File: src/rtl/gl_pkg.sv
package gl_pkg;

  typedef enum logic [3:0] {
    ST_IDLE, ST_HV, ST_SETUP, ST_PULSE, ST_PWAIT,
    ST_VWR, ST_VRD, ST_VCHK, ST_RSTC, ST_DONE, ST_FAIL
  } gl_state_e;

  typedef enum logic [2:0] {
    OP_NONE, OP_SETUP, OP_PULSE, OP_VWR, OP_VRD, OP_RESET
  } gl_op_e;

  localparam logic [7:0] CMD_PULSE  = 8'h60;
  localparam logic [7:0] CMD_VERIFY = 8'h40;
  localparam logic [7:0] CMD_RESET  = 8'hF0;

  // address bits decoded by the device during protect/unprotect cycles
  localparam int BIT_SEL = 6;
  localparam int BIT_ONE = 1;

endpackage

File: src/rtl/gl_us_timer.sv
module gl_us_timer #(
  parameter int CYC_PER_US = 50,
  parameter int US_W       = 14
) (
  input  logic            clk_i,
  input  logic            rst_ni,
  input  logic            load_i,
  input  logic [US_W-1:0] us_i,
  output logic            expire_o
);

  localparam int PRE_W = (CYC_PER_US > 1) ? $clog2(CYC_PER_US) : 1;
  localparam logic [PRE_W-1:0] PRE_TOP = PRE_W'(CYC_PER_US - 1);

  logic [PRE_W-1:0] pre_q;
  logic [US_W-1:0]  us_q;

  always_ff @(posedge clk_i or negedge rst_ni) begin
    if (!rst_ni) begin
      pre_q <= '0;
      us_q  <= '0;
    end else if (load_i) begin
      pre_q <= PRE_TOP;
      us_q  <= us_i;
    end else if (us_q != '0) begin
      if (pre_q == '0) begin
        pre_q <= PRE_TOP;
        us_q  <= us_q - 1'b1;
      end else begin
        pre_q <= pre_q - 1'b1;
      end
    end
  end

  // last cycle of the loaded interval
  assign expire_o = (us_q == US_W'(1)) && (pre_q == '0);

endmodule

File: src/rtl/gl_bus_enc.sv
module gl_bus_enc
  import gl_pkg::*;
#(
  parameter int ADDR_W  = 21,
  parameter int DATA_W  = 16,
  parameter int GRP_LSB = 12,
  parameter int GRP_W   = ADDR_W - GRP_LSB
) (
  input  gl_op_e             op_i,
  input  logic [GRP_W-1:0]   grp_i,
  input  logic               unp_i,
  output logic               wr_o,
  output logic               rd_o,
  output logic [ADDR_W-1:0]  addr_o,
  output logic [DATA_W-1:0]  wdata_o
);

  logic [ADDR_W-1:0] vfy_addr;
  logic [ADDR_W-1:0] pulse_addr;

  always_comb begin
    vfy_addr                    = '0;
    vfy_addr[GRP_LSB +: GRP_W]  = grp_i;
    vfy_addr[BIT_SEL]           = unp_i;
    vfy_addr[BIT_ONE]           = 1'b1;
    pulse_addr                  = vfy_addr;
    // the chip-wide unprotect pulse carries no group
    if (unp_i) pulse_addr[GRP_LSB +: GRP_W] = '0;
  end

  always_comb begin
    wr_o    = 1'b0;
    rd_o    = 1'b0;
    addr_o  = '0;
    wdata_o = '0;
    unique case (op_i)
      OP_SETUP: begin
        wr_o    = 1'b1;
        wdata_o = DATA_W'(CMD_PULSE);
      end
      OP_PULSE: begin
        wr_o    = 1'b1;
        addr_o  = pulse_addr;
        wdata_o = DATA_W'(CMD_PULSE);
      end
      OP_VWR: begin
        wr_o    = 1'b1;
        addr_o  = vfy_addr;
        wdata_o = DATA_W'(CMD_VERIFY);
      end
      OP_VRD: begin
        rd_o    = 1'b1;
        addr_o  = vfy_addr;
      end
      OP_RESET: begin
        wr_o    = 1'b1;
        wdata_o = DATA_W'(CMD_RESET);
      end
      default: ;
    endcase
  end

endmodule

File: src/rtl/gl_ctrl.sv
module gl_ctrl
  import gl_pkg::*;
#(
  parameter int GRP_W      = 9,
  parameter int NUM_GROUPS = 21,
  parameter int DATA_W     = 16,
  parameter int US_W       = 14,
  parameter int HV_US      = 1,
  parameter int PROT_US    = 150,
  parameter int UNPR_US    = 15000,
  parameter int PROT_TRIES = 25,
  parameter int UNPR_TRIES = 1000
) (
  input  logic               clk_i,
  input  logic               rst_ni,
  input  logic               start_i,
  input  logic               mode_i,
  input  logic [GRP_W-1:0]   grp_i,
  input  logic [DATA_W-1:0]  rdata_i,
  input  logic               expire_i,
  output logic               load_o,
  output logic [US_W-1:0]    load_us_o,
  output gl_op_e             op_o,
  output logic [GRP_W-1:0]   grp_o,
  output logic               unp_o,
  output logic               hv_o,
  output logic               busy_o,
  output logic               done_o,
  output logic               fail_o
);

  localparam int TRY_MAX = (PROT_TRIES > UNPR_TRIES) ? PROT_TRIES : UNPR_TRIES;
  localparam int TRY_W   = $clog2(TRY_MAX + 1);
  localparam logic [GRP_W-1:0] GRP_LAST = GRP_W'(NUM_GROUPS - 1);

  gl_state_e          st_q, st_d;
  logic               mode_q, mode_d;
  logic               unp_q, unp_d;
  logic [GRP_W-1:0]   grp_q, grp_d;
  logic [TRY_W-1:0]   try_q, try_d;

  logic pass, grp_last, prot_spent, unpr_spent;

  assign pass       = (rdata_i == (unp_q ? DATA_W'(0) : DATA_W'(1)));
  assign grp_last   = (grp_q == GRP_LAST);
  assign prot_spent = (try_q == TRY_W'(PROT_TRIES));
  assign unpr_spent = (try_q == TRY_W'(UNPR_TRIES));

  always_comb begin
    st_d      = st_q;
    mode_d    = mode_q;
    unp_d     = unp_q;
    grp_d     = grp_q;
    try_d     = try_q;
    load_o    = 1'b0;
    load_us_o = '0;
    unique case (st_q)
      ST_IDLE: if (start_i) begin
        st_d      = ST_HV;
        mode_d    = mode_i;
        unp_d     = 1'b0;
        grp_d     = mode_i ? '0 : grp_i;
        try_d     = TRY_W'(1);
        load_o    = 1'b1;
        load_us_o = US_W'(HV_US);
      end
      ST_HV:    if (expire_i) st_d = ST_SETUP;
      ST_SETUP: st_d = ST_PULSE;
      ST_PULSE: begin
        st_d      = ST_PWAIT;
        load_o    = 1'b1;
        load_us_o = unp_q ? US_W'(UNPR_US) : US_W'(PROT_US);
      end
      ST_PWAIT: if (expire_i) st_d = ST_VWR;
      ST_VWR:   st_d = ST_VRD;
      ST_VRD:   st_d = ST_VCHK;
      ST_VCHK: begin
        if (!unp_q) begin
          if (pass) begin
            try_d = TRY_W'(1);
            if (!mode_q) begin
              st_d = ST_RSTC;
            end else if (grp_last) begin
              // precondition met: switch to the unprotect phase
              st_d  = ST_PULSE;
              unp_d = 1'b1;
              grp_d = '0;
            end else begin
              st_d  = ST_PULSE;
              grp_d = grp_q + 1'b1;
            end
          end else if (prot_spent) begin
            st_d = ST_FAIL;
          end else begin
            st_d  = ST_PULSE;
            try_d = try_q + 1'b1;
          end
        end else begin
          if (pass) begin
            if (grp_last) st_d = ST_RSTC;
            else begin
              st_d  = ST_VWR;
              grp_d = grp_q + 1'b1;
            end
          end else if (unpr_spent) begin
            st_d = ST_FAIL;
          end else begin
            st_d  = ST_PULSE;
            try_d = try_q + 1'b1;
          end
        end
      end
      ST_RSTC: st_d = ST_DONE;
      ST_DONE: st_d = ST_IDLE;
      ST_FAIL: st_d = ST_IDLE;
      default: st_d = ST_IDLE;
    endcase
  end

  always_ff @(posedge clk_i or negedge rst_ni) begin
    if (!rst_ni) begin
      st_q   <= ST_IDLE;
      mode_q <= 1'b0;
      unp_q  <= 1'b0;
      grp_q  <= '0;
      try_q  <= '0;
    end else begin
      st_q   <= st_d;
      mode_q <= mode_d;
      unp_q  <= unp_d;
      grp_q  <= grp_d;
      try_q  <= try_d;
    end
  end

  always_comb begin
    unique case (st_q)
      ST_SETUP: op_o = OP_SETUP;
      ST_PULSE: op_o = OP_PULSE;
      ST_VWR:   op_o = OP_VWR;
      ST_VRD:   op_o = OP_VRD;
      ST_RSTC:  op_o = OP_RESET;
      default:  op_o = OP_NONE;
    endcase
  end

  assign grp_o  = grp_q;
  assign unp_o  = unp_q;
  assign hv_o   = (st_q inside {ST_HV, ST_SETUP, ST_PULSE, ST_PWAIT,
                                ST_VWR, ST_VRD, ST_VCHK});
  assign busy_o = !(st_q inside {ST_IDLE, ST_DONE, ST_FAIL});
  assign done_o = (st_q == ST_DONE);
  assign fail_o = (st_q == ST_FAIL);

endmodule

File: src/rtl/grp_lock_seq.sv
module grp_lock_seq
  import gl_pkg::*;
#(
  parameter int ADDR_W     = 21,
  parameter int DATA_W     = 16,
  parameter int GRP_LSB    = 12,
  parameter int NUM_GROUPS = 21,
  parameter int CYC_PER_US = 50,
  parameter int HV_US      = 1,
  parameter int PROT_US    = 150,
  parameter int UNPR_US    = 15000,
  parameter int PROT_TRIES = 25,
  parameter int UNPR_TRIES = 1000
) (
  input  logic                       clk_i,
  input  logic                       rst_ni,
  input  logic                       start_i,
  input  logic                       mode_i,
  input  logic [ADDR_W-GRP_LSB-1:0]  grp_i,
  output logic                       busy_o,
  output logic                       done_o,
  output logic                       fail_o,
  output logic                       hv_o,
  output logic                       wr_o,
  output logic                       rd_o,
  output logic [ADDR_W-1:0]          addr_o,
  output logic [DATA_W-1:0]          wdata_o,
  input  logic [DATA_W-1:0]          rdata_i
);

  localparam int GRP_W  = ADDR_W - GRP_LSB;
  localparam int US_MX1 = (PROT_US > UNPR_US) ? PROT_US : UNPR_US;
  localparam int US_MAX = (US_MX1 > HV_US) ? US_MX1 : HV_US;
  localparam int US_W   = $clog2(US_MAX + 1);

  logic              load;
  logic [US_W-1:0]   load_us;
  logic              expire;
  gl_op_e            op;
  logic [GRP_W-1:0]  grp;
  logic              unp;

  gl_us_timer #(
    .CYC_PER_US (CYC_PER_US),
    .US_W       (US_W)
  ) i_timer (
    .clk_i    (clk_i),
    .rst_ni   (rst_ni),
    .load_i   (load),
    .us_i     (load_us),
    .expire_o (expire)
  );

  gl_ctrl #(
    .GRP_W      (GRP_W),
    .NUM_GROUPS (NUM_GROUPS),
    .DATA_W     (DATA_W),
    .US_W       (US_W),
    .HV_US      (HV_US),
    .PROT_US    (PROT_US),
    .UNPR_US    (UNPR_US),
    .PROT_TRIES (PROT_TRIES),
    .UNPR_TRIES (UNPR_TRIES)
  ) i_ctrl (
    .clk_i     (clk_i),
    .rst_ni    (rst_ni),
    .start_i   (start_i),
    .mode_i    (mode_i),
    .grp_i     (grp_i),
    .rdata_i   (rdata_i),
    .expire_i  (expire),
    .load_o    (load),
    .load_us_o (load_us),
    .op_o      (op),
    .grp_o     (grp),
    .unp_o     (unp),
    .hv_o      (hv_o),
    .busy_o    (busy_o),
    .done_o    (done_o),
    .fail_o    (fail_o)
  );

  gl_bus_enc #(
    .ADDR_W  (ADDR_W),
    .DATA_W  (DATA_W),
    .GRP_LSB (GRP_LSB),
    .GRP_W   (GRP_W)
  ) i_bus (
    .op_i    (op),
    .grp_i   (grp),
    .unp_i   (unp),
    .wr_o    (wr_o),
    .rd_o    (rd_o),
    .addr_o  (addr_o),
    .wdata_o (wdata_o)
  );

endmodule

File: config.mk
export PLATFORM = sky130hd
export DESIGN_NAME = grp_lock_seq
export DESIGN_NICKNAME = d
export VERILOG_FILES = /design/src/rtl/gl_pkg.sv /design/src/rtl/gl_us_timer.sv /design/src/rtl/gl_bus_enc.sv /design/src/rtl/gl_ctrl.sv /design/src/rtl/grp_lock_seq.sv
export SDC_FILE = /design/constraint.sdc
export NUM_CORES = 1
export LEC_CHECK = 0
export BUFFER_PORTS_ARGS = -buffer_cell sky130_fd_sc_hd__buf_2
export CAP_MARGIN = 10
export CORE_MARGIN = 8
export CORE_UTILIZATION = 35
export DETAILED_ROUTE_END_ITERATION = 6
export PLACE_DENSITY = 0.53
export SETUP_SLACK_MARGIN = 0.3
export SLEW_MARGIN = 20
export SYNTH_ARGS = -nofsm -noshare
export SYNTH_HDL_FRONTEND = slang
export SYNTH_SLANG_ARGS = --single-unit
File: constraint.sdc
create_clock -name clk_i -period 2.3 [get_ports clk_i]
set_input_delay 0.23 -clock clk_i [delete_from_list [all_inputs] [get_ports clk_i]]
set_output_delay 0.23 -clock clk_i [all_outputs]
set_load 0.01 [all_outputs]
==> impl_metrics.toml, run 1 <==
[status]
status = "completed"

[setup_path]
crit_top_cell = "buf_4"
worstSetupStartpointType = "flop"
critPathMaxStageDelay_ns = 0.45
worstPathCellList = "inv_1 -> ha_1 -> nand4b_1 -> o31ai_4 -> a211oi_2 -> buf_4 -> buf_4 -> a221o_1"
critPathSlowestCell = "dfrtp_2"
rr_endpoint = "i_ctrl.try_q[8]"
required_ns = 2.49
r2r_cells = 8
path_buf_inv = 3
crit_arrival_ns = 2.17
cp-end-kind = "flop"
path_class = "flop to flop"
rrSetupSlack_ns = 0.33
cp_max_fo = 6
critPathTopFamily = "compound AO/OA/AOI/OAI gates"
rr_startpoint = "i_ctrl.try_q[0]"

[finish]
fill_cells = 978
areaGrowthSynthToFinish_pct = 22.76
fin_cells = 614
n_antenna_cell = 0
final_layout_size_suffix_gt1_share_pct = 32.22
final_area_sq_um = 4252
nNetsFinal = 518

[timing]
final_max_slew_viol_count = 0
rsz0062_at_grt = "true"
fin_crit_ns = 1.974
post-route-period-util_pct = 85.82
final-setup-viol-count = 0
holdWs_ns = 0.2044
fin_skew_ns = 0.009865
hold_viol = 0
max_freq_mhz = 506.6
tightest_slew_ns = 0.7602
tns_ns = 0
slew_headroom_pct = 49.08

[job]
cap_viol_max_count = 0

[logic_synthesis]
synth_area_leader_cell = "dfrtp_1"
synth_warnings = 0
ys_seq_area_share_pct = 32.51
avgSynthCellArea_sq_um = 8.551
synth-seq-cells = 45
ys.flop_type = "dfrtp_1"
synthArstFlopShare_pct = 100.0
yosys-top-cells-count = "45 x dfrtp_1, 30 x nor2_1, 25 x buf_4"
yosys.area.top_type_share_pct = 32.51
syn_inst = 405
synth_edf_count = 0
ys_top_cells_by_area = "dfrtp_1 33%, buf_4 5.4%, ha_1 3.3%"
synth_cell_types = 71
yosysMostFrequentCell = "dfrtp_1"
netlist_area_sq_um = 3463

[drt]
first_pass_iters = 5
viasPerCell = 5.433
antenna_left = 0
drt-wirelength-per-cell_microns = 15.93
route.final.wire_length_microns = 9781
num_vias = 3336
drt-initial-drc-count = 217
drc = 0

[global_route]
antenna_found_initial = 0
met1_usage_pct = 19.09
use_met3_pct = 2.866
grt_usage_pct = 14.19
grt_overflow = 0
use_met2_pct = 22.75
grt_pass1_wl_microns = 15330
first_global_vias = 3080
busiest_layer = "met2"
grt_max_degree = 26

[pwr]
power.density_nw_per_um2 = 1129
leakagePower_nw = 1.850
vdd_drop_max_mv = 0.4592

[floorplanning]
row_count = 36
fp.coreArea_sq_um = 9684
die_w_microns = 115.5
die_h_microns = 115.5
start_util_pct = 35.76
dieArea_sq_um = 13330
ioPinCount = 72

[placement]
dp_hpwl_microns = 6804
port_buffers = 49
dpl.cell_count = 582
placed_area_sq_um = 3777
gp_congestion = 0.7947

[cts]
htree_levels = 2
cts_tree = "yes"
clkSinkCount = 45
root_buffer = "clkbuf_8"
cts_made_buffers = 5
insertion_delay_ns = 0.30
clockBufferDepth = 2
clk_pin_slew_ns = 0.09

[worst_hold_path]
hold_end = "i_ctrl.mode_q"
min_path_cells = 2
hold_class = "input port to flop"
worstHoldStart = "mode_i"
==> area by class of cell <==
class	count	area [sq um]	share of cell area [%]
Multi-Input combinational cell	318	2210	51.97
Sequential cell	45	1137	26.75
Timing Repair Buffer	90	576.8	13.57
Tap cell	133	166.4	3.914
Inverter	20	78.83	1.854
Clock buffer	6	72.57	1.707
Clock inverter	2	10.01	0.2354
==> power breakdown <==
group | internal, mW | total, mW | switching (mW) | leakage (nW)
clock network | 0.211 | 0.489 | 0.278 | 0.0450
registers | 1.11 | 1.56 | 0.448 | 0.571
logic | 1.26 | 2.76 | 1.49 | 1.23
==> per-stage QoR <==
stage	power, mW	util [%]	setup slack, ns
global route	5.210	43.90	0.2394
global placement	3.754	39.01	0.2518
CTS	4.458	40.92	0.2999
floorplan	3.167	-	0.4451
finish	4.800	43.90	0.3261
detailed placement	3.796	39.01	0.1653
==> layer usage <==
metal | up-vias | wire length (microns) | share of wire (%)
met5 | - | 0 | 0
met4 | 0 | 68 | 0.70
met3 | 4 | 535 | 5.5
met2 | 107 | 4585 | 47
met1 | 1603 | 4592 | 47
li1 | 1622 | - | -
==> cell families after synthesis <==
family / count (synthesis) / synth area share (%)
DFF: 45 / 32.51
AOI/OAI and AO/OA: 118 / 23.48
and+or+nand+nor: 159 / 26.59
buffers and inverters: 65 / 11.74
adders and majority gates: 9 / 3.252
muxes: 6 / 1.806
other: 1 / 0.1083
xor gates and xnor gates: 2 / 0.5059
==> state kept, by name, summed over array words and instances, names as in the netlist <==
register,cells
i_timer.pre_q,6
i_ctrl.st_q,4
i_ctrl.unp_o,1
i_ctrl.try_q,10
i_ctrl.mode_q,1
i_timer.us_q,14
i_ctrl.grp_o,9
==> how the worst max path moves through the flow <==
| stage | startpoint | cells past startpoint | endpoint | slack [ns] |
|---|---|---|---|---|
| global route | i_ctrl.try_q[1] | 7 | i_ctrl.try_q[1] | 0.24 |
| global placement | i_ctrl.try_q[1] | 8 | i_ctrl.try_q[2] | 0.25 |
| floorplan | i_timer.pre_q[2] | 5 | i_ctrl.st_q[0] | 0.45 |
| detailed placement | i_timer.us_q[0] | 8 | i_timer.us_q[8] | 0.17 |
| finish | i_ctrl.try_q[0] | 8 | i_ctrl.try_q[8] | 0.33 |
| CTS | i_ctrl.st_q[0] | 6 | addr_o[20] | 0.30 |
==> cell usage in the layout, fill, tap and decap left out, types with 10 or more instances in the layout <==
cell type / netlist / routed
a21oi_1: 21 / 18
and2_1: 12 / 10
buf_2: 5 / 50
buf_4: 25 / 35
conb_1: 1 / 22
dfrtp_1: 45 / 38
inv_1: 20 / 17
nand2_1: 19 / 19
nand3_1: 16 / 15
nor2_1: 30 / 28
nor3_1: 19 / 17
o21ai_0: 22 / 19
o22ai_1: 13 / 13
==> what timing repair did <==
action,in CTS,in global routing
resized for setup,20,37
endpoints found under the setup margin,37,56
hold endpoints to repair,20,0
pin swaps,4,10
setup buffers,1,20
cloned,1,1
hold buffers,1,0
No activity file was read; power rests on OpenSTA's default activity.
==> run 2: changes to the inputs <==
--- a/config.mk
+++ b/config.mk
@@ -5,12 +5,12 @@
 export SDC_FILE = /design/constraint.sdc
 export NUM_CORES = 1
 export LEC_CHECK = 0
-export BUFFER_PORTS_ARGS = -buffer_cell sky130_fd_sc_hd__buf_2
+export BUFFER_PORTS_ARGS = -buffer_cell sky130_fd_sc_hd__clkbuf_2
 export CAP_MARGIN = 10
 export CORE_MARGIN = 8
 export CORE_UTILIZATION = 35
 export DETAILED_ROUTE_END_ITERATION = 6
-export PLACE_DENSITY = 0.53
+export PLACE_DENSITY = 0.55
 export SETUP_SLACK_MARGIN = 0.3
 export SLEW_MARGIN = 20
 export SYNTH_ARGS = -nofsm -noshare
==> constraint.sdc (replaced) <==
create_clock -name clk_i -period 1.73 [get_ports clk_i]
set_input_delay 0.173 -clock clk_i [delete_from_list [all_inputs] [get_ports clk_i]]
set_output_delay 0.173 -clock clk_i [all_outputs]
set_load 0.01 [all_outputs]
==> run 2 against run 1 <==
  * The flow now finishes with violations (negative setup slack)
  * Power grew 84%
  * Sequential power grew 20%
  * Critical path depth is the same
  * Die area is the same
  * Register-to-register slack lost 0.49 ns
  * Sequential cell count is the same
  * Clock skew shrank 0.0056 ns
==> impl_metrics.toml, run 2 (synthesized netlist as in run 1, its figures left out) <==
[status]
status = "finished, violations left"
violations = "negative setup slack"

[finish]
regMostFlops = "i_timer.us_q"
fill_cells = 837
most-common-layout-cells = "105 x buf_4, 43 x dfrtp_1, 36 x clkbuf_2"
areaGrowthSynthToFinish_pct = 64.02
largest_reg_flops = 14
fin_cells = 713
layout_commonest_cell = "buf_4"
nNetsFinal = 617
n_antenna_cell = 0
final_layout_size_suffix_gt1_share_pct = 55.52

[floorplanning]
fp.coreArea_sq_um = 9684
start_util_pct = 35.76
die_w_microns = 115.5
ioPinCount = 72
row_count = 36
dieArea_sq_um = 13330
die_h_microns = 115.5

[setup_path]
crit_top_cell = "buf_6"
path_buf_inv = 3
path_class = "flop to flop"
critPathSlowestCell = "or4_1"
cp-end-kind = "flop"
worstPathCellList = "buf_4 -> buf_6 -> buf_6 -> nor2_4 -> o21a_4 -> a21oi_4 -> or4_1 -> a21oi_1"
cp_max_fo = 5
critPathTopFamily = "simple AND/OR/NAND/NOR gates"
required_ns = 1.96
critPathMaxStageDelay_ns = 0.48
worstSetupStartpointType = "flop"
crit_arrival_ns = 2.12

[timing]
final-setup-viol-count = 53
rsz0062_at_grt = "true"
final_max_slew_viol_count = 0
fin_crit_ns = 1.890
hold_viol = 0
slew_headroom_pct = 62.92
setup_ws_ns = -0.1604
post-route-period-util_pct = 109.3
tightest_slew_ns = 0.5562
max_freq_mhz = 529.0
fin_skew_ns = 0.004298

[worst_hold_path]
hold_class = "input port to flop"

[pwr]
power.density_nw_per_um2 = 1558
finalPower_mw = 8.851
leakagePower_nw = 2.559
vdd_drop_max_mv = 0.7252

[cts]
clkSinkCount = 45
cts_tree = "yes"
root_buffer = "clkbuf_8"
insertion_delay_ns = 0.30
cts_made_buffers = 5
clk_pin_slew_ns = 0.09
clockBufferDepth = 2
htree_levels = 2

[placement]
gp_congestion = 0.7983
dp_hpwl_microns = 7703
port_buffers = 49
dpl.cell_count = 649

[drt]
antenna_left = 0
num_vias = 3780
drt-wirelength-per-cell_microns = 16.56
route.final.wire_length_microns = 11810
drc = 0
drt-initial-drc-count = 158
first_pass_iters = 4
viasPerCell = 5.302

[global_route]
antenna_found_initial = 0
first_global_vias = 4064
grt_usage_pct = 17.92
grt_max_degree = 20
grt_pass1_wl_microns = 19440
grt_overflow = 0

[job]
cap_viol_max_count = 0
run 2: cell types whose count changed in the layout (fill, tap and decap cells not counted), moves of 8 or more:
cell      before  now
buf_2         50   10
buf_4         35  105
buf_6          3   34
clkbuf_2       0   36
o21ai_0       19    0
o21ai_1        3   14
o21ai_2        1    9
run 2: path summary, 6_finish.rpt:
path,depth (start not counted),startpoint,endpoint,slack (ns)
worst max-delay path,8,i_ctrl.st_q[2],i_timer.us_q[5],-0.16
worst min-delay path,2,mode_i,i_ctrl.mode_q,0.14
worst min register to register,2,i_timer.us_q[13],i_timer.us_q[13],0.53
min in group asynchronous,2,rst_ni,i_timer.pre_q[1],0.38
max in group asynchronous,3,rst_ni,i_ctrl.unp_o,0.68
worst max register to register,8,i_ctrl.st_q[2],i_timer.us_q[5],-0.16
run 2: cell type report:
class	count	area (sq um)	share of cell area (%)
Multi-Input combinational cell	316	2685	47.27
Timing Repair Buffer	191	1519	26.74
Sequential cell	45	1129	19.87
Tap cell	133	166.4	2.930
Clock buffer	7	96.34	1.696
Inverter	20	80.08	1.410
Clock inverter	1	5.005	0.08811
run 2: metrics by stage:
| stage | hold slack (ns) | TNS, ns | setup WS (ns) | instance area [sq um] | utilization (%) |
|---|---|---|---|---|---|
| 2_1_floorplan | -0.1226 | -0.1161 | -0.07529 | 3714 | - |
| 3_3_place_gp | 0.1946 | -1.230 | -0.09275 | 4410 | 45.54 |
| 3_5_place_dp | 0.1909 | -2.846 | -0.1641 | 4410 | 45.54 |
| 4_1_cts | 0.1331 | -3.049 | -0.1539 | 5410 | 55.87 |
| 5_1_grt | 0.1455 | -8.269 | -0.2345 | 5680 | 58.66 |
| 6_report | 0.1408 | -4.138 | -0.1604 | 5680 | 58.66 |
run 2: routing by layer:
| metal | global-route usage [%] | vias up | share of wire (%) |
|---|---|---|---|
| li1 | - | 1814 | - |
| met1 | 20.89 | 1880 | 43 |
| met2 | 32.91 | 73 | 53 |
| met3 | 2.762 | 13 | 3.3 |
| met4 | 5.254 | 0 | 1.2 |
| met5 | 0 | - | 0 |
run 2: timing repair:
item | 4_1_cts | 5_1_grt
gates cloned | 2 | 0
setup endpoints to repair | 66 | 66
setup buffers | 44 | 9
hold endpoints to repair | 17 | 0
hold buffers | 1 | 0
resized for setup | 114 | 63
pin swaps | 40 | 29
run 2: power breakdown:
group	total, mW	internal, mW	switching (mW)	leakage (nW)
registers	1.87	1.47	0.403	0.577
logic	6.22	3.22	3.01	1.93
clock network	0.761	0.362	0.399	0.0542
